--- config.mk ---
export PLATFORM = sky130hd
export DESIGN_NAME = mclk_ratio_monitor
export DESIGN_NICKNAME = d
export VERILOG_FILES = /design/src/rtl/mrm_pkg.sv /design/src/rtl/mrm_edge_sync.sv /design/src/rtl/mrm_period_meter.sv /design/src/rtl/mrm_lock_tracker.sv /design/src/rtl/mrm_rate_enable.sv /design/src/rtl/mclk_ratio_monitor.sv
export SDC_FILE = /design/constraint.sdc
export NUM_CORES = 1
export LEC_CHECK = 0
export ABC_CLOCK_PERIOD_IN_PS = 2600
export BUFFER_PORTS_ARGS = -buffer_cell sky130_fd_sc_hd__buf_4
export CELL_PAD_IN_SITES_DETAIL_PLACEMENT = 1
export CELL_PAD_IN_SITES_GLOBAL_PLACEMENT = 2
export CORE_MARGIN = 3
export CORE_UTILIZATION = 28
export DETAILED_ROUTE_END_ITERATION = 8
export HOLD_SLACK_MARGIN = 0.15
export PLACE_DENSITY = 0.61
export REMOVE_ABC_BUFFERS = 1
export SYNTH_ARGS = -nofsm -noshare
export SYNTH_HDL_FRONTEND = slang
export SYNTH_HIERARCHICAL = 1
export SYNTH_SLANG_ARGS = --single-unit
--- constraint.sdc ---
create_clock -name clk -period 2.6 [get_ports clk]
set_input_delay 0.39 -clock clk [delete_from_list [all_inputs] [get_ports clk]]
set_output_delay 0.39 -clock clk [all_outputs]
set_load 0.01 [all_outputs]
--- src/rtl/mrm_pkg.sv ---
package mrm_pkg;
  typedef enum logic [1:0] {
    RATIO_NONE = 2'd0,
    RATIO_256  = 2'd1,
    RATIO_384  = 2'd2,
    RATIO_512  = 2'd3
  } ratio_e;
endpackage

--- src/rtl/mrm_edge_sync.sv ---
module mrm_edge_sync #(
  parameter int STAGES = 2
) (
  input  logic clk,
  input  logic rst_n,
  input  logic d,
  output logic rise
);
  logic [STAGES-1:0] sh_q, sh_d;
  logic              last_q;

  always_comb begin
    sh_d = {sh_q[STAGES-2:0], d};
  end

  always_ff @(posedge clk or negedge rst_n) begin
    if (!rst_n) begin
      sh_q   <= '0;
      last_q <= 1'b0;
    end else begin
      sh_q   <= sh_d;
      last_q <= sh_q[STAGES-1];
    end
  end

  assign rise = sh_q[STAGES-1] & ~last_q;
endmodule

--- src/rtl/mrm_period_meter.sv ---
module mrm_period_meter
  import mrm_pkg::*;
#(
  parameter int BASE     = 256,
  parameter int TOL      = 2,
  parameter int TIMEOUT  = 1024,
  parameter int BITS_MAX = 255
) (
  input  logic                             clk,
  input  logic                             rst_n,
  input  logic                             w_rise,
  input  logic                             b_rise,
  output logic                             meas_stb,
  output logic [$clog2(BITS_MAX+1)-1:0]    bits,
  output ratio_e                           ratio,
  output logic                             timeout_stb
);
  localparam int CW   = $clog2(TIMEOUT + 2);
  localparam int BW   = $clog2(BITS_MAX + 1);
  localparam int N256 = BASE;
  localparam int N384 = (BASE * 3) / 2;
  localparam int N512 = BASE * 2;

  logic [CW-1:0] cnt_q, cnt_d, meas;
  logic [BW-1:0] bcnt_q, bcnt_d, bsum, bits_q, bits_d;
  logic          seen_q, seen_d, stb_q, stb_d, to_q, to_d;
  ratio_e        prev_q, prev_d, ratio_q, ratio_d, cls;

  function automatic logic in_win(input logic [CW-1:0] v, input int nom);
    return (v >= CW'(nom - TOL)) && (v <= CW'(nom + TOL));
  endfunction

  always_comb begin
    meas = cnt_q + CW'(1);
    if (in_win(meas, N256))      cls = RATIO_256;
    else if (in_win(meas, N384)) cls = RATIO_384;
    else if (in_win(meas, N512)) cls = RATIO_512;
    else                         cls = RATIO_NONE;
    bsum = (bcnt_q == BW'(BITS_MAX)) ? bcnt_q : bcnt_q + {{(BW-1){1'b0}}, b_rise};
    cnt_d   = (cnt_q == CW'(TIMEOUT)) ? cnt_q : cnt_q + CW'(1);
    bcnt_d  = bsum;
    seen_d  = seen_q;
    prev_d  = prev_q;
    ratio_d = ratio_q;
    bits_d  = bits_q;
    stb_d   = 1'b0;
    to_d    = 1'b0;
    if (w_rise) begin
      cnt_d  = '0;
      bcnt_d = '0;
      seen_d = 1'b1;
      if (seen_q) begin
        stb_d   = 1'b1;
        bits_d  = bsum;
        prev_d  = cls;
        ratio_d = (cls == prev_q && cls != RATIO_NONE) ? cls : RATIO_NONE;
      end
    end else if (cnt_q == CW'(TIMEOUT - 1)) begin
      to_d    = 1'b1;
      seen_d  = 1'b0;
      prev_d  = RATIO_NONE;
      ratio_d = RATIO_NONE;
    end
  end

  always_ff @(posedge clk or negedge rst_n) begin
    if (!rst_n) begin
      cnt_q   <= '0;
      bcnt_q  <= '0;
      seen_q  <= 1'b0;
      prev_q  <= RATIO_NONE;
      ratio_q <= RATIO_NONE;
      bits_q  <= '0;
      stb_q   <= 1'b0;
      to_q    <= 1'b0;
    end else begin
      cnt_q   <= cnt_d;
      bcnt_q  <= bcnt_d;
      seen_q  <= seen_d;
      prev_q  <= prev_d;
      ratio_q <= ratio_d;
      bits_q  <= bits_d;
      stb_q   <= stb_d;
      to_q    <= to_d;
    end
  end

  assign meas_stb    = stb_q;
  assign bits        = bits_q;
  assign ratio       = ratio_q;
  assign timeout_stb = to_q;

  assert_ratio_moves_on_event_R2: assert property (@(posedge clk) disable iff (!rst_n)
    !$stable(ratio_q) |-> ($past(w_rise) || ($past(cnt_q) == CW'(TIMEOUT - 1))));
endmodule

--- src/rtl/mrm_lock_tracker.sv ---
module mrm_lock_tracker #(
  parameter int BW        = 8,
  parameter int DRIFT_MAX = 5,
  parameter int RECOV     = 4
) (
  input  logic          clk,
  input  logic          rst_n,
  input  logic          meas_stb,
  input  logic          ratio_ok,
  input  logic [BW-1:0] bits,
  input  logic          timeout_stb,
  output logic          hold
);
  localparam int GW = $clog2(RECOV + 1);

  logic [BW-1:0] ref_q, ref_d, diff;
  logic          have_q, have_d, hold_q, hold_d;
  logic [GW-1:0] good_q, good_d, good_inc;

  always_comb begin
    diff     = (bits >= ref_q) ? bits - ref_q : ref_q - bits;
    good_inc = (good_q == GW'(RECOV)) ? good_q : good_q + GW'(1);
    ref_d    = ref_q;
    have_d   = have_q;
    good_d   = good_q;
    if (timeout_stb) begin
      have_d = 1'b0;
      good_d = '0;
    end else if (meas_stb) begin
      if (!ratio_ok) begin
        have_d = 1'b0;
        good_d = '0;
      end else if (!have_q) begin
        ref_d  = bits;
        have_d = 1'b1;
        good_d = good_inc;
      end else if (diff > BW'(DRIFT_MAX)) begin
        have_d = 1'b0;
        good_d = '0;
      end else begin
        good_d = good_inc;
      end
    end
    hold_d = (good_d < GW'(RECOV));
  end

  always_ff @(posedge clk or negedge rst_n) begin
    if (!rst_n) begin
      ref_q  <= '0;
      have_q <= 1'b0;
      good_q <= '0;
      hold_q <= 1'b1;
    end else begin
      ref_q  <= ref_d;
      have_q <= have_d;
      good_q <= good_d;
      hold_q <= hold_d;
    end
  end

  assign hold = hold_q;

  assert_hold_on_drift_R5: assert property (@(posedge clk) disable iff (!rst_n)
    (meas_stb && ratio_ok && have_q && !timeout_stb && diff > BW'(DRIFT_MAX)) |=> hold);
  assert_hold_on_bad_ratio_R3: assert property (@(posedge clk) disable iff (!rst_n)
    (meas_stb && !ratio_ok) |=> hold);
  assert_hold_on_stall_R8: assert property (@(posedge clk) disable iff (!rst_n)
    timeout_stb |=> hold);
  assert_release_at_measure_R7: assert property (@(posedge clk) disable iff (!rst_n)
    $fell(hold) |-> $past(meas_stb));
endmodule

--- src/rtl/mrm_rate_enable.sv ---
module mrm_rate_enable
  import mrm_pkg::*;
(
  input  logic   clk,
  input  logic   rst_n,
  input  logic   w_rise,
  input  ratio_e ratio,
  output logic   en
);
  logic [1:0] ph_q, ph_d;

  always_comb begin
    if (w_rise)                  ph_d = 2'd0;
    else if (ratio == RATIO_384) ph_d = (ph_q >= 2'd2) ? 2'd0 : ph_q + 2'd1;
    else                         ph_d = (ph_q == 2'd0) ? 2'd1 : 2'd0;
    case (ratio)
      RATIO_256: en = 1'b1;
      RATIO_384: en = (ph_q != 2'd2);
      RATIO_512: en = (ph_q == 2'd0);
      default:   en = 1'b0;
    endcase
  end

  always_ff @(posedge clk or negedge rst_n) begin
    if (!rst_n) ph_q <= 2'd0;
    else        ph_q <= ph_d;
  end

  assert_en_512_alternates_R4: assert property (@(posedge clk) disable iff (!rst_n)
    (ratio == RATIO_512 && $stable(ratio) && en && !w_rise) |=> !en);
endmodule

--- src/rtl/mclk_ratio_monitor.sv ---
module mclk_ratio_monitor
  import mrm_pkg::*;
#(
  parameter int BASE_RATIO    = 256,
  parameter int RATIO_TOL     = 2,
  parameter int TIMEOUT_CYC   = 1024,
  parameter int SYNC_STAGES   = 2,
  parameter int BITS_MAX      = 255,
  parameter int DRIFT_MAX     = 5,
  parameter int RECOV_PERIODS = 4
) (
  input  logic       clk,
  input  logic       rst_n,
  input  logic       wclk,
  input  logic       bclk,
  output logic [1:0] ratio_code,
  output logic       ratio_ok,
  output logic       en_256fs,
  output logic       hold
);
  localparam int BW = $clog2(BITS_MAX + 1);

  logic          w_rise, b_rise, meas_stb, timeout_stb;
  logic [BW-1:0] bits;
  ratio_e        ratio;

  mrm_edge_sync #(.STAGES(SYNC_STAGES)) u_wsync (
    .clk(clk), .rst_n(rst_n), .d(wclk), .rise(w_rise));
  mrm_edge_sync #(.STAGES(SYNC_STAGES)) u_bsync (
    .clk(clk), .rst_n(rst_n), .d(bclk), .rise(b_rise));

  mrm_period_meter #(
    .BASE(BASE_RATIO), .TOL(RATIO_TOL), .TIMEOUT(TIMEOUT_CYC), .BITS_MAX(BITS_MAX)
  ) u_meter (
    .clk(clk), .rst_n(rst_n), .w_rise(w_rise), .b_rise(b_rise),
    .meas_stb(meas_stb), .bits(bits), .ratio(ratio), .timeout_stb(timeout_stb));

  mrm_lock_tracker #(.BW(BW), .DRIFT_MAX(DRIFT_MAX), .RECOV(RECOV_PERIODS)) u_lock (
    .clk(clk), .rst_n(rst_n), .meas_stb(meas_stb), .ratio_ok(ratio != RATIO_NONE),
    .bits(bits), .timeout_stb(timeout_stb), .hold(hold));

  mrm_rate_enable u_en (
    .clk(clk), .rst_n(rst_n), .w_rise(w_rise), .ratio(ratio), .en(en_256fs));

  assign ratio_code = ratio;
  assign ratio_ok   = (ratio != RATIO_NONE);
endmodule

==> results of run 1 <==
[cells by family (layout without fill, tap and decap cells)]
group	after synthesis	in the layout	synth area share
buf+inv	50	69	0.0657
fa+ha+maj	24	24	0.0867
flops	55	55	0.379
mux	4	4	0.0124
xor+xnor	20	20	0.0482
compound gates	92	92	0.177
simple gates	152	152	0.231
[through the flow]
step / util / instances / power, W / hold WS (ns) / setup slack, ns
2_1_floorplan: - / 377 / 0.00139 / 0.0944 / 0.0743
3_3_place_gp: 0.317 / 572 / 0.00160 / 0.335 / -0.0291
3_5_place_dp: 0.317 / 572 / 0.00160 / 0.336 / -0.0872
4_1_cts: 0.331 / 581 / 0.00236 / 0.175 / -0.0802
5_1_grt: 0.339 / 584 / 0.00252 / 0.174 / -0.165
6_report: 0.339 / 584 / 0.00235 / 0.155 / -0.0356
[power by group through the flow]
stage | Sequential, W | Combinational [W] | Clock (W)
floorplan | 0.000984 | 0.000401 | 0
global placement | 0.000977 | 0.000626 | 0
detailed placement | 0.000979 | 0.000626 | 0
CTS | 0.000962 | 0.000630 | 0.000769
global route | 0.000970 | 0.000751 | 0.000799
finish | 0.000963 | 0.000671 | 0.000716
[sequential cells by signal, indices dropped and copies added (netlist names), 2 cells and up]
register,count
u_meter/cnt_q,11
u_lock/ref_q,8
u_meter/bcnt_q,8
u_meter/bits,8
u_lock/good_q,3
u_bsync/sh_q,2
u_en/ph_q,2
u_meter/prev_q,2
u_meter/ratio,2
u_wsync/sh_q,2
[timing repair]
item | in CTS | in global routing
pin swaps | 4 | 13
setup endpoints to repair | 3 | 7
setup buffers | 1 | 3
gates resized for setup | 1 | 20
[per-layer routing]
layer | GRT usage | routed length, µm | vias to the layer above | share of wire
li1 | - | - | 1430 | -
met1 | 0.177 | 4490 | 1432 | 0.50
met2 | 0.207 | 4140 | 20 | 0.46
met3 | 0.0302 | 203 | 7 | 0.023
met4 | 0.0344 | 101 | 0 | 0.011
met5 | 0 | 0 | - | 0
[synth_stat cells (all sizes together) (2+ instances only)]
master / count
a211o: 2
a211oi: 7
a21o: 4
a21oi: 14
a221o: 3
a221oi: 4
a22oi: 3
a31oi: 2
and2: 4
and3: 5
and4: 4
buf: 7
clkbuf: 13
dfrtp: 54
fa: 2
ha: 22
inv: 30
mux2i: 3
nand2: 40
nand2b: 2
nand3: 16
nand3b: 5
nand4: 3
nand4b: 4
nor2: 38
nor2b: 4
nor3: 10
nor3b: 2
nor4: 5
o2111ai: 2
o211ai: 2
o21a: 3
o21ai: 34
o2bb2ai: 2
or2: 2
or2b: 3
or3: 2
xnor2: 14
xor2: 6
[cell type report]
| class | instances | area share |
|---|---|---|
| Tap cell | 168 | 0.0501 |
| Clock inverter | 2 | 0.00388 |
| Multi-Input combinational cell | 292 | 0.501 |
| Sequential cell | 55 | 0.328 |
| Clock buffer | 6 | 0.0331 |
| Timing Repair Buffer | 31 | 0.0564 |
| Inverter | 30 | 0.0268 |
[worst max-delay path, delay by kind of cell, from the launching register on]
kind | cells | cell delay, ns
buffers and inverters | 2 | 0.16
DFF | 1 | 0.37
and+or+nand+nor | 1 | 0.20
AOI/OAI and AO/OA | 6 | 1.30
adders and majority gates | 2 | 0.51
[worst paths after layout]
check / startpoint / endpoint / cells past startpoint
min: rst_n / u_lock/ref_q[1]$_DFFE_PN0P_ / 1
max reg2reg: u_lock/ref_q[0]$_DFFE_PN0P_ / u_lock/good_q[1]$_DFFE_PN0P_ / 11
max: u_lock/ref_q[0]$_DFFE_PN0P_ / u_lock/good_q[1]$_DFFE_PN0P_ / 11
min in group clk: bclk / u_bsync/sh_q[0]$_DFF_PN0_ / 1
max in group asynchronous: rst_n / u_wsync/last_q$_DFF_PN0_ / 1
min reg2reg: u_bsync/sh_q[0]$_DFF_PN0_ / u_bsync/sh_q[1]$_DFF_PN0_ / 0
==> flow_summary.html, run 1 <==
<table>
<tr><th>Metric</th><th>Value</th></tr>
<tr><th colspan="2">Critical path</th></tr>
<tr><td>Setup crit start kind</td><td>flip-flop</td></tr>
<tr><td>Critical Path Fanout Max</td><td>4</td></tr>
<tr><td>CP Capture Type</td><td>flip-flop</td></tr>
<tr><td>Worst Setup Path Type</td><td>reg -&gt; reg</td></tr>
<tr><td>Minimum setup slack among reg-to-reg paths</td><td>-0.04 ns</td></tr>
<tr><td>Critical Path, Cell by Cell</td><td>buf_4, ha_2, inv_2, fa_2, a21o_1, a221o_1, a221o_1, nor4_4, a31o_4, o21ai_4, o211ai_1</td></tr>
<tr><td>Maximum single-stage delay on the critical path</td><td>between 0.3 and 0.4 ns</td></tr>
<tr><td>Most used cell, CP</td><td>a221o_1</td></tr>
<tr><td>Data required time of the critical path</td><td>~2.8 ns</td></tr>
<tr><td>Data arrival time of the worst path</td><td>2.86 ns</td></tr>
<tr><td>Standard cell with the maximum stage delay on the critical path</td><td>dfrtp_1</td></tr>
<tr><th colspan="2">Synth</th></tr>
<tr><td>Netlist area before placement</td><td>3630 µm²</td></tr>
<tr><td>Area share of the largest cell type after synthesis</td><td>0.372</td></tr>
<tr><td>Unique masters post-synth</td><td>73</td></tr>
<tr><td>EDFF count, synth</td><td>0</td></tr>
<tr><td>Total number of yosys warnings</td><td>6</td></tr>
<tr><td>Count of mapped cells out of synthesis</td><td>approximately 400</td></tr>
<tr><td>Main area contributors after synthesis</td><td>dfrtp_1, ha_1, nand2_1</td></tr>
<tr><td>Library cell occupying the most area in the post-synthesis netlist</td><td>dfrtp_1</td></tr>
<tr><td>FF+latch count, synth</td><td>between 50 and 60</td></tr>
<tr><td>Post-Syn Area per Cell</td><td>9.16 µm²</td></tr>
<tr><td>Flip-flop cell with the highest count after synthesis</td><td>dfrtp_1</td></tr>
<tr><td>Fraction of the yosys area taken by sequential cells</td><td>0.379</td></tr>
<tr><td>Asr flop ratio synth</td><td>1.00</td></tr>
<tr><th colspan="2">Global route</th></tr>
<tr><td>Global routing usage summed across all routing layers</td><td>0.130</td></tr>
<tr><td>Aggregate global routing overflow</td><td>0</td></tr>
<tr><td>Maximum number of pins on one net before global-route repair</td><td>56</td></tr>
<tr><td>Vias in the first global route</td><td>about 2900</td></tr>
<tr><td>Antenna violations before repair</td><td>0</td></tr>
<tr><td>First-pass GRT wire length</td><td>approximately 15000 µm</td></tr>
<tr><th colspan="2">Run status</th></tr>
<tr><td>Status</td><td>finished with violations</td></tr>
<tr><td>Failing checks</td><td>setup timing</td></tr>
<tr><th colspan="2">Power and ir drop</th></tr>
<tr><td>Flop pwr share</td><td>0.410</td></tr>
<tr><td>Peak supply drop</td><td>0.000265 V</td></tr>
<tr><td>Cell-internal power</td><td>approximately 0.0016 W</td></tr>
<tr><td>Share of total power in the clock network</td><td>0.305</td></tr>
<tr><td>Power share of the combinational group</td><td>0.285</td></tr>
<tr><td>Leakage dissipation</td><td>around 1.8 nW</td></tr>
<tr><td>Power density over cell area</td><td>between 500 and 600 nW/µm²</td></tr>
<tr><td>Net Switching</td><td>between 0.0007 and 0.0008 W</td></tr>
<tr><td>Net Sw Frac</td><td>0.324</td></tr>
<tr><th colspan="2">Timing</th></tr>
<tr><td>Accumulated negative setup slack</td><td>-0.0580 ns</td></tr>
<tr><td># setup viols final</td><td>2</td></tr>
<tr><td>Number of hold-slack violations in the final timing report</td><td>0</td></tr>
<tr><td>Final number of max-transition violations</td><td>0</td></tr>
<tr><td>Unrepaired setup endpoints after global routing</td><td>yes</td></tr>
<tr><td>Crit share post-route</td><td>1.01</td></tr>
<tr><td>Slew HR</td><td>0.502</td></tr>
<tr><td>Final setup slack of the worst path</td><td>-0.0356 ns</td></tr>
<tr><td>Crit path time final</td><td>roughly 2.6 ns</td></tr>
<tr><td>Fmax achieved</td><td>0.379 GHz</td></tr>
<tr><td>Worst clock skew on the final layout</td><td>0.00500 ns</td></tr>
<tr><td>Slew @ Worst Pin</td><td>~0.75 ns</td></tr>
<tr><th colspan="2">Cells and area</th></tr>
<tr><td>Layout net count</td><td>around 440</td></tr>
<tr><td>Share of final-layout standard cells stronger than drive strength 1</td><td>0.200</td></tr>
<tr><td>Area growth from synthesis to layout</td><td>15.5%</td></tr>
<tr><td>Final Instance Area</td><td>roughly 4200 µm²</td></tr>
<tr><td>Area taken by multi-input logic gates</td><td>around 2100 µm²</td></tr>
<tr><td>Number of fill cells</td><td>1493</td></tr>
<tr><td>Ant. Diodes</td><td>0</td></tr>
<tr><td>Most common cell after layout, fill and taps aside</td><td>dfrtp_1</td></tr>
<tr><td>Area used by sequential logic in the layout</td><td>approximately 1400 µm²</td></tr>
<tr><td>Most frequent cells in the layout</td><td>dfrtp_1, nand2_1, nor2_1, buf_4, o21ai_0</td></tr>
<tr><th colspan="2">Drt</th></tr>
<tr><td>Post-detailed-route wirelength per cell</td><td>between 15 and 20 µm</td></tr>
<tr><td>Total length of routed wires</td><td>8930 µm</td></tr>
<tr><td>Iteration count of the initial detailed-routing pass</td><td>4</td></tr>
<tr><td>Number of nets with antenna violations after routing</td><td>0</td></tr>
<tr><td>Starting DRC count in detailed routing</td><td>around 170</td></tr>
<tr><td>Via-to-Cell Ratio</td><td>slightly below 5</td></tr>
<tr><td>Routed via count</td><td>roughly 2900</td></tr>
<tr><td>DRC violation count after routing</td><td>0</td></tr>
<tr><th colspan="2">Clocking</th></tr>
<tr><td>Clock transition at path regs</td><td>about 0.070 ns</td></tr>
<tr><td>Clock tree root driver cell</td><td>clkbuf_16</td></tr>
<tr><td>CTS tree</td><td>yes</td></tr>
<tr><td>Sinks on the clock net</td><td>between 50 and 60</td></tr>
<tr><td>Number of buffers on the longest clock path</td><td>2</td></tr>
<tr><td>H-Tree Depth</td><td>2</td></tr>
<tr><td>Post-CTS Hold Fix Bufs</td><td>0</td></tr>
<tr><td>Cts bufs inserted</td><td>5</td></tr>
<tr><td>Insertion delay of the later-clocked pin in the worst-skew pair</td><td>0.30 ns</td></tr>
<tr><th colspan="2">Place</th></tr>
<tr><td>HPWL after detailed placement</td><td>6600 µm</td></tr>
<tr><td>Placed instance area</td><td>3920 µm²</td></tr>
<tr><td>Port bufs</td><td>8</td></tr>
<tr><td>Weighted congestion at the end of routability-driven global placement</td><td>0.804</td></tr>
<tr><th colspan="2">Floorplanning</th></tr>
<tr><td>Placement row count</td><td>40</td></tr>
<tr><td>Vert. Die Dim</td><td>around 120 µm</td></tr>
<tr><td>Boundary Pins</td><td>9</td></tr>
<tr><td>Starting density of the core</td><td>0.294</td></tr>
<tr><td>Die ar.</td><td>14400 µm²</td></tr>
<tr><td>Core area</td><td>between 10000 and 15000 µm²</td></tr>
<tr><td>Floorplan die width</td><td>120 µm</td></tr>
<tr><th colspan="2">Min path</th></tr>
<tr><td>Worst hold path class</td><td>in -&gt; async</td></tr>
<tr><th colspan="2">Flow run</th></tr>
<tr><td>Max-cap violations</td><td>0</td></tr>
</table>
Power figures use the tool's default switching activity.
==> inputs of run 2 (changes only) <==
- HOLD_SLACK_MARGIN: 0.15 -> 0.12
- SKIP_LAST_GASP: default -> 1
==> run 2 against run 1 <==
The run still ends with setup timing left; total power barely moved; fmax barely moved; clock skew did not move; cell count did not move; combinational power barely moved; critical endpoint unchanged.
==> flow_summary.html, run 2 (synthesis gave the netlist of run 1 again) <==
<table>
<tr><th>Metric</th><th>Value</th></tr>
<tr><th colspan="2">Run status</th></tr>
<tr><td>Status</td><td>finished with violations (unchanged)</td></tr>
<tr><td>Failing checks</td><td>setup timing (unchanged)</td></tr>
<tr><th colspan="2">Critical path</th></tr>
<tr><td>Setup crit start kind</td><td>flip-flop (unchanged)</td></tr>
<tr><td>Data required time of the critical path</td><td>2.82 ns (about the same)</td></tr>
<tr><td>Maximum single-stage delay on the critical path</td><td>0.37 ns (about the same)</td></tr>
<tr><td>Worst reg2reg startpoint</td><td>u_lock/ref_q[0]$_DFFE_PN0P_ (unchanged)</td></tr>
<tr><td>Most used cell, CP</td><td>a221o_1 (unchanged)</td></tr>
<tr><td>CP Capture Type</td><td>flip-flop (unchanged)</td></tr>
<tr><td>Launching element of the worst setup path</td><td>u_lock/ref_q[0]$_DFFE_PN0P_ (unchanged)</td></tr>
<tr><td>Minimum setup slack among reg-to-reg paths</td><td>-0.04 ns (about the same)</td></tr>
<tr><td>Count of buffering cells on the critical path with inverters included</td><td>2 (unchanged)</td></tr>
<tr><td>Data arrival time of the worst path</td><td>2.86 ns (about the same)</td></tr>
<tr><td>Cell depth of the worst flop-to-flop path</td><td>11 (unchanged)</td></tr>
<tr><td>Critical Path Fanout Max</td><td>4 (unchanged)</td></tr>
<tr><td>Last element of the critical path</td><td>u_lock/good_q[1]$_DFFE_PN0P_ (unchanged)</td></tr>
<tr><td>Depth of the critical timing path with buffers and inverters included</td><td>11 (unchanged)</td></tr>
<tr><td>Critical Path, Cell by Cell</td><td>buf_4, ha_2, inv_2, fa_2, a21o_1, a221o_1, a221o_1, nor4_4, a31o_4, o21ai_4, o211ai_1 (unchanged)</td></tr>
<tr><td>Capturing point of the worst reg2reg path</td><td>u_lock/good_q[1]$_DFFE_PN0P_ (unchanged)</td></tr>
<tr><td>Kind of cell adding the most delay to the critical path</td><td>compound AO/OA/AOI/OAI gates (unchanged)</td></tr>
<tr><td>Standard cell with the maximum stage delay on the critical path</td><td>dfrtp_1 (unchanged)</td></tr>
<tr><td>Worst Setup Path Type</td><td>reg -&gt; reg (unchanged)</td></tr>
<tr><th colspan="2">Clocking</th></tr>
<tr><td>Cts bufs inserted</td><td>5 (unchanged)</td></tr>
<tr><td>Clock transition at path regs</td><td>0.07 ns (about the same)</td></tr>
<tr><td>CTS tree</td><td>yes (unchanged)</td></tr>
<tr><td>Sinks on the clock net</td><td>55 (unchanged)</td></tr>
<tr><td>Number of buffers on the longest clock path</td><td>2 (unchanged)</td></tr>
<tr><td>Insertion delay of the later-clocked pin in the worst-skew pair</td><td>0.30 ns (about the same)</td></tr>
<tr><td>Clock tree root driver cell</td><td>clkbuf_16 (unchanged)</td></tr>
<tr><td>Post-CTS Hold Fix Bufs</td><td>0 (unchanged)</td></tr>
<tr><td>H-Tree Depth</td><td>2 (unchanged)</td></tr>
<tr><th colspan="2">Cells and area</th></tr>
<tr><td>Post-layout utilization of the core</td><td>0.339 (unchanged)</td></tr>
<tr><td>Most common cell after layout, fill and taps aside</td><td>dfrtp_1 (unchanged)</td></tr>
<tr><td>Area growth from synthesis to layout</td><td>15.5% (unchanged)</td></tr>
<tr><td>Number of flip-flops in the largest register</td><td>11 (unchanged)</td></tr>
<tr><td>Ant. Diodes</td><td>0 (unchanged)</td></tr>
<tr><td>Most frequent cells in the layout</td><td>dfrtp_1, nand2_1, nor2_1, buf_4, o21ai_0 (unchanged)</td></tr>
<tr><td>Share of final-layout standard cells stronger than drive strength 1</td><td>0.200 (unchanged)</td></tr>
<tr><td>Area used by sequential logic in the layout</td><td>1380 µm² (unchanged)</td></tr>
<tr><td>Number of fill cells</td><td>1493 (unchanged)</td></tr>
<tr><td>Top reg by flops</td><td>u_meter/cnt_q (unchanged)</td></tr>
<tr><td>Layout net count</td><td>443 (unchanged)</td></tr>
<tr><td>Area taken by multi-input logic gates</td><td>2100 µm² (unchanged)</td></tr>
<tr><th colspan="2">Drt</th></tr>
<tr><td>Post-detailed-route wirelength per cell</td><td>15.3 µm (about the same)</td></tr>
<tr><td>Starting DRC count in detailed routing</td><td>166 (unchanged)</td></tr>
<tr><td>Iteration count of the initial detailed-routing pass</td><td>4 (unchanged)</td></tr>
<tr><td>Routed via count</td><td>2890 (was 2889)</td></tr>
<tr><td>Number of nets with antenna violations after routing</td><td>0 (unchanged)</td></tr>
<tr><td>DRC violation count after routing</td><td>0 (unchanged)</td></tr>
<tr><td>Via-to-Cell Ratio</td><td>4.95 (about the same)</td></tr>
<tr><td>Total length of routed wires</td><td>8930 µm (about the same)</td></tr>
<tr><th colspan="2">Floorplanning</th></tr>
<tr><td>Vert. Die Dim</td><td>120 µm (unchanged)</td></tr>
<tr><td>Starting density of the core</td><td>0.294 (unchanged)</td></tr>
<tr><td>Placement row count</td><td>40 (unchanged)</td></tr>
<tr><td>Boundary Pins</td><td>9 (unchanged)</td></tr>
<tr><td>Die ar.</td><td>14400 µm² (unchanged)</td></tr>
<tr><td>Core area</td><td>12400 µm² (unchanged)</td></tr>
<tr><td>Floorplan die width</td><td>120 µm (unchanged)</td></tr>
<tr><th colspan="2">Place</th></tr>
<tr><td>Weighted congestion at the end of routability-driven global placement</td><td>0.804 (unchanged)</td></tr>
<tr><td>Port bufs</td><td>8 (unchanged)</td></tr>
<tr><td>HPWL after detailed placement</td><td>6600 µm (unchanged)</td></tr>
<tr><th colspan="2">Timing</th></tr>
<tr><td>Unrepaired setup endpoints after global routing</td><td>yes (unchanged)</td></tr>
<tr><td>Slew HR</td><td>0.502 (about the same)</td></tr>
<tr><td># setup viols final</td><td>2 (unchanged)</td></tr>
<tr><td>Number of hold-slack violations in the final timing report</td><td>0 (unchanged)</td></tr>
<tr><td>Final setup slack of the worst path</td><td>-0.0359 ns (was -0.0356 ns)</td></tr>
<tr><td>Crit share post-route</td><td>1.01 (about the same)</td></tr>
<tr><td>Hold slack final</td><td>0.155 ns (about the same)</td></tr>
<tr><td>Slew @ Worst Pin</td><td>0.747 ns (about the same)</td></tr>
<tr><td>Crit path time final</td><td>2.64 ns (about the same)</td></tr>
<tr><td>Worst clock skew on the final layout</td><td>0.00500 ns (unchanged)</td></tr>
<tr><td>Fmax achieved</td><td>0.379 GHz (about the same)</td></tr>
<tr><td>Final number of max-transition violations</td><td>0 (unchanged)</td></tr>
<tr><th colspan="2">Global route</th></tr>
<tr><td>Global routing usage summed across all routing layers</td><td>0.130 (unchanged)</td></tr>
<tr><td>Aggregate global routing overflow</td><td>0 (unchanged)</td></tr>
<tr><td>Antenna violations before repair</td><td>0 (unchanged)</td></tr>
<tr><td>GR met3 Demand/Resource</td><td>0.0302 (unchanged)</td></tr>
<tr><td>Vias in the first global route</td><td>2947 (unchanged)</td></tr>
<tr><td>Most used routing layer in global routing</td><td>met2 (unchanged)</td></tr>
<tr><td>Maximum number of pins on one net before global-route repair</td><td>56 (unchanged)</td></tr>
<tr><td>Met1 GRT Util</td><td>0.177 (unchanged)</td></tr>
<tr><td>First-pass GRT wire length</td><td>15000 µm (unchanged)</td></tr>
<tr><td>Met2 track demand over resource in global routing</td><td>0.207 (unchanged)</td></tr>
<tr><th colspan="2">Power and ir drop</th></tr>
<tr><td>Peak supply drop</td><td>0.000265 V (unchanged)</td></tr>
<tr><td>Leakage dissipation</td><td>1.82 nW (about the same)</td></tr>
<tr><td>Power density over cell area</td><td>560 nW/µm² (about the same)</td></tr>
<tr><td>Power after layout</td><td>0.00235 W (about the same)</td></tr>
<tr><th colspan="2">Min path</th></tr>
<tr><td>Worst hold path class</td><td>in -&gt; async (unchanged)</td></tr>
<tr><th colspan="2">Flow run</th></tr>
<tr><td>Max-cap violations</td><td>0 (unchanged)</td></tr>
</table>
## run 2: cell counts in the layout (fill, tap and decap cells not counted)
No cell type changed its count.
## run 2: layout make-up
class | instances | area share
Tap cell | 168 | 0.0501
Timing Repair Buffer | 31 | 0.0564
Inverter | 30 | 0.0268
Clock buffer | 6 | 0.0331
Sequential cell | 55 | 0.328
Multi-Input combinational cell | 292 | 0.501
Clock inverter | 2 | 0.00388
## run 2: routing by layer
layer,wire length [µm],vias to the layer above,part of all wire
li1,-,1430,-
met1,4490,1433,0.50
met2,4140,20,0.46
met3,203,7,0.023
met4,101,0,0.011
met5,0,-,0
## run 2: what timing repair did
action | CTS | global route
pin swaps | 4 | 12
setup endpoints to repair | 3 | 7
cloned | 0 | 0
buffers inserted | 1 | 3
resized for setup | 1 | 20
## run 2: how the worst min path moves through the flow
stage | start | end
2_1_floorplan | rst_n | u_bsync/last_q$_DFF_PN0_
3_3_place_gp | u_bsync/sh_q[0]$_DFF_PN0_ | u_bsync/sh_q[1]$_DFF_PN0_
3_5_place_dp | u_bsync/sh_q[0]$_DFF_PN0_ | u_bsync/sh_q[1]$_DFF_PN0_
4_1_cts | rst_n | u_meter/timeout_stb$_DFF_PN0_
5_1_grt | bclk | u_bsync/sh_q[0]$_DFF_PN0_
6_report | rst_n | u_lock/ref_q[1]$_DFFE_PN0P_
## run 2: metrics by stage
stage | setup TNS [ns] | setup WS, ns | instances | cell area, µm²
global route | -0.369 | -0.154 | 584 | 4200
CTS | -0.147 | -0.0802 | 581 | 4090
global placement | -0.0481 | -0.0291 | 572 | 3920
finish | -0.0586 | -0.0359 | 584 | 4200
detailed placement | -0.168 | -0.0872 | 572 | 3920
floorplan | 0 | 0.0743 | 377 | 3510
## run 2: power by group
part	total [W]	switching, W	internal [W]
sequential	0.000963	0.0000594	0.000903
combinational	0.000671	0.000371	0.000300
clock	0.000716	0.000330	0.000386
total	0.00235	0.000761	0.00159
## run 2: worst register-to-register path: cells and delay by family (launching register included)
family | cells | cell delay (ns)
adders and majority gates | 2 | 0.52
DFF | 1 | 0.37
and+or+nand+nor | 1 | 0.20
buffers and inverters | 2 | 0.16
AOI/OAI and AO/OA | 6 | 1.30
==> inputs of run 3 (changes only) <==
- SKIP_CTS_REPAIR_TIMING: default -> 1
==> run 3 against run 2 <==
The flow still finishes with violations (setup timing); largest power group unchanged; final area down 1.0%; die area unchanged; worst setup slack better by 0.023 ns.
==> flow_summary.html, run 3 (synthesis gave the netlist of run 1 again) <==
<table>
<tr><th>Metric</th><th>Value</th></tr>
<tr><th colspan="2">Run status</th></tr>
<tr><td>Status</td><td>finished with violations (unchanged)</td></tr>
<tr><td>Failing checks</td><td>setup timing (unchanged)</td></tr>
<tr><th colspan="2">Drt</th></tr>
<tr><td>Iteration count of the initial detailed-routing pass</td><td>4 (unchanged)</td></tr>
<tr><td>Number of nets with antenna violations after routing</td><td>0 (unchanged)</td></tr>
<tr><td>Via-to-Cell Ratio</td><td>4.91 (was 4.95)</td></tr>
<tr><td>Post-detailed-route wirelength per cell</td><td>15.1 µm (was 15.3 µm)</td></tr>
<tr><td>DRC violation count after routing</td><td>0 (unchanged)</td></tr>
<tr><td>Routed via count</td><td>2852 (was 2890)</td></tr>
<tr><td>Starting DRC count in detailed routing</td><td>145 (was 166)</td></tr>
<tr><td>Total length of routed wires</td><td>8770 µm (was 8930 µm)</td></tr>
<tr><th colspan="2">Critical path</th></tr>
<tr><td>Critical Path Fanout Max</td><td>4 (unchanged)</td></tr>
<tr><td>Cell depth of the worst flop-to-flop path</td><td>11 (unchanged)</td></tr>
<tr><td>Minimum setup slack among reg-to-reg paths</td><td>-0.01 ns (was -0.04 ns)</td></tr>
<tr><td>Setup crit start kind</td><td>flip-flop (unchanged)</td></tr>
<tr><td>Worst Setup Path Type</td><td>reg -&gt; reg (unchanged)</td></tr>
<tr><td>CP Capture Type</td><td>flip-flop (unchanged)</td></tr>
<tr><td>Data arrival time of the worst path</td><td>2.84 ns (was 2.86 ns)</td></tr>
<tr><td>Data required time of the critical path</td><td>2.83 ns (was 2.82 ns)</td></tr>
<tr><th colspan="2">Floorplanning</th></tr>
<tr><td>Boundary Pins</td><td>9 (unchanged)</td></tr>
<tr><td>Core area</td><td>12400 µm² (unchanged)</td></tr>
<tr><td>Placement row count</td><td>40 (unchanged)</td></tr>
<tr><td>Starting density of the core</td><td>0.294 (unchanged)</td></tr>
<tr><td>Die ar.</td><td>14400 µm² (unchanged)</td></tr>
<tr><td>Floorplan die width</td><td>120 µm (unchanged)</td></tr>
<tr><td>Vert. Die Dim</td><td>120 µm (unchanged)</td></tr>
<tr><th colspan="2">Clocking</th></tr>
<tr><td>Sinks on the clock net</td><td>55 (unchanged)</td></tr>
<tr><td>CTS tree</td><td>yes (unchanged)</td></tr>
<tr><td>Clock tree root driver cell</td><td>clkbuf_16 (unchanged)</td></tr>
<tr><td>Cts bufs inserted</td><td>5 (unchanged)</td></tr>
<tr><td>Number of buffers on the longest clock path</td><td>2 (unchanged)</td></tr>
<tr><td>H-Tree Depth</td><td>2 (unchanged)</td></tr>
<tr><td>Insertion delay of the later-clocked pin in the worst-skew pair</td><td>0.30 ns (about the same)</td></tr>
<tr><td>Clock transition at path regs</td><td>0.07 ns (about the same)</td></tr>
<tr><th colspan="2">Timing</th></tr>
<tr><td>Unrepaired setup endpoints after global routing</td><td>yes (unchanged)</td></tr>
<tr><td>Fmax achieved</td><td>0.383 GHz (was 0.379 GHz)</td></tr>
<tr><td>Final setup slack of the worst path</td><td>-0.0127 ns (was -0.0359 ns)</td></tr>
<tr><td>Hold slack final</td><td>0.155 ns (about the same)</td></tr>
<tr><td>Accumulated negative setup slack</td><td>-0.0138 ns (was -0.0586 ns)</td></tr>
<tr><td>Slew @ Worst Pin</td><td>0.747 ns (about the same)</td></tr>
<tr><td>Number of hold-slack violations in the final timing report</td><td>0 (unchanged)</td></tr>
<tr><td>Crit path time final</td><td>2.61 ns (was 2.64 ns)</td></tr>
<tr><td>Worst clock skew on the final layout</td><td>0.00499 ns (was 0.00500 ns)</td></tr>
<tr><td>Slew HR</td><td>0.502 (about the same)</td></tr>
<tr><td>Final number of max-transition violations</td><td>0 (unchanged)</td></tr>
<tr><td>Crit share post-route</td><td>1.00 (was 1.01)</td></tr>
<tr><td># setup viols final</td><td>2 (unchanged)</td></tr>
<tr><th colspan="2">Power and ir drop</th></tr>
<tr><td>Leakage dissipation</td><td>1.81 nW (was 1.82 nW)</td></tr>
<tr><td>Share of total power in the clock network</td><td>0.308 (was 0.305)</td></tr>
<tr><td>Peak supply drop</td><td>0.000266 V (was 0.000265 V)</td></tr>
<tr><td>Power share of the combinational group</td><td>0.279 (was 0.285)</td></tr>
<tr><td>Cell-internal power</td><td>0.00158 W (was 0.00159 W)</td></tr>
<tr><td>Flop pwr share</td><td>0.413 (was 0.410)</td></tr>
<tr><td>Net Sw Frac</td><td>0.323 (was 0.324)</td></tr>
<tr><td>Power density over cell area</td><td>561 nW/µm² (was 560 nW/µm²)</td></tr>
<tr><td>Net Switching</td><td>0.000753 W (was 0.000761 W)</td></tr>
<tr><th colspan="2">Place</th></tr>
<tr><td>Placed instance area</td><td>3920 µm² (unchanged)</td></tr>
<tr><td>Weighted congestion at the end of routability-driven global placement</td><td>0.804 (unchanged)</td></tr>
<tr><td>Pre-CTS WS</td><td>-0.0872 ns (unchanged)</td></tr>
<tr><td>HPWL after detailed placement</td><td>6600 µm (unchanged)</td></tr>
<tr><td>Port bufs</td><td>8 (unchanged)</td></tr>
<tr><td>Placed insts</td><td>572 (unchanged)</td></tr>
<tr><th colspan="2">Cells and area</th></tr>
<tr><td>Final Instance Area</td><td>4150 µm² (was 4200 µm²)</td></tr>
<tr><td>Most frequent cells in the layout</td><td>dfrtp_1, nand2_1, nor2_1, inv_1, o21ai_0 (was dfrtp_1, nand2_1, nor2_1, buf_4, o21ai_0)</td></tr>
<tr><td>Layout net count</td><td>440 (was 443)</td></tr>
<tr><td>Area growth from synthesis to layout</td><td>14.3% (was 15.5%)</td></tr>
<tr><td>Most common cell after layout, fill and taps aside</td><td>dfrtp_1 (unchanged)</td></tr>
<tr><td>Number of flip-flops in the largest register</td><td>11 (unchanged)</td></tr>
<tr><td>Top reg by flops</td><td>u_meter/cnt_q (unchanged)</td></tr>
<tr><td>Area taken by multi-input logic gates</td><td>2090 µm² (was 2100 µm²)</td></tr>
<tr><td>Share of final-layout standard cells stronger than drive strength 1</td><td>0.186 (was 0.200)</td></tr>
<tr><td>Number of fill cells</td><td>1485 (was 1493)</td></tr>
<tr><td>Ant. Diodes</td><td>0 (unchanged)</td></tr>
<tr><td>Finished Layout Cells</td><td>581 (was 584)</td></tr>
<tr><td>Area used by sequential logic in the layout</td><td>1380 µm² (unchanged)</td></tr>
<tr><th colspan="2">Global route</th></tr>
<tr><td>Vias in the first global route</td><td>2949 (was 2947)</td></tr>
<tr><td>Global routing usage summed across all routing layers</td><td>0.130 (about the same)</td></tr>
<tr><td>Maximum number of pins on one net before global-route repair</td><td>56 (unchanged)</td></tr>
<tr><td>Antenna violations before repair</td><td>0 (unchanged)</td></tr>
<tr><td>First-pass GRT wire length</td><td>15000 µm (about the same)</td></tr>
<tr><td>Aggregate global routing overflow</td><td>0 (unchanged)</td></tr>
<tr><th colspan="2">Min path</th></tr>
<tr><td>Worst hold path class</td><td>in -&gt; async (unchanged)</td></tr>
<tr><th colspan="2">Flow run</th></tr>
<tr><td>Max-cap violations</td><td>0 (unchanged)</td></tr>
</table>
[run 3: cell count changes in the layout (fill, tap and decap cells not counted), sizes merged]
cell and change:
buf -3
[run 3: final timing paths]
path	start	end
max	u_meter/bits[0]$_DFFE_PN0P_	u_lock/good_q[0]$_DFFE_PN0P_
min reg2reg	u_bsync/sh_q[0]$_DFF_PN0_	u_bsync/sh_q[1]$_DFF_PN0_
max reg2reg	u_meter/bits[0]$_DFFE_PN0P_	u_lock/good_q[0]$_DFFE_PN0P_
min	rst_n	u_lock/ref_q[1]$_DFFE_PN0P_
min in group clk	bclk	u_bsync/sh_q[0]$_DFF_PN0_
max in group asynchronous	rst_n	u_wsync/last_q$_DFF_PN0_
[run 3: worst max-delay path, stage by stage, from the launching register on]
cell and delay, ns:
dfrtp_1 0.38, inv_1 0.07, ha_2 0.18, inv_2 0.04, fa_2 0.35, a21o_1 0.18
a221o_1 0.30, a221o_1 0.39, nor4_4 0.16, a31o_2 0.25, o21ai_2 0.08, a22oi_2 0.17
[run 3: per-layer routing]
layer	share of wire	GRT usage
met5	0	0
met3	0.022	0.0302
met2	0.46	0.207
met4	0.012	0.0344
met1	0.51	0.178
[run 3: per-stage QoR]
stage                      util  power, W
after detailed placement  0.317   0.00160
after floorplan               -   0.00139
final                     0.336   0.00233
after CTS                 0.330   0.00236
after global routing      0.336   0.00250
after global placement    0.317   0.00160
[run 3: power groups by stage]
stage	clock network (W)	registers (W)	logic [W]
after CTS	0.000769	0.000961	0.000630
after floorplan	0	0.000984	0.000401
after global routing	0.000799	0.000969	0.000731
after global placement	0	0.000977	0.000626
after detailed placement	0	0.000979	0.000626
final	0.000717	0.000962	0.000651
[run 3: area by class of cell]
cell class / instances / area share
Inverter: 30 / 0.0271
Tap cell: 168 / 0.0506
Clock buffer: 6 / 0.0334
Multi-Input combinational cell: 292 / 0.503
Timing Repair Buffer: 28 / 0.0506
Sequential cell: 55 / 0.332
Clock inverter: 2 / 0.00392
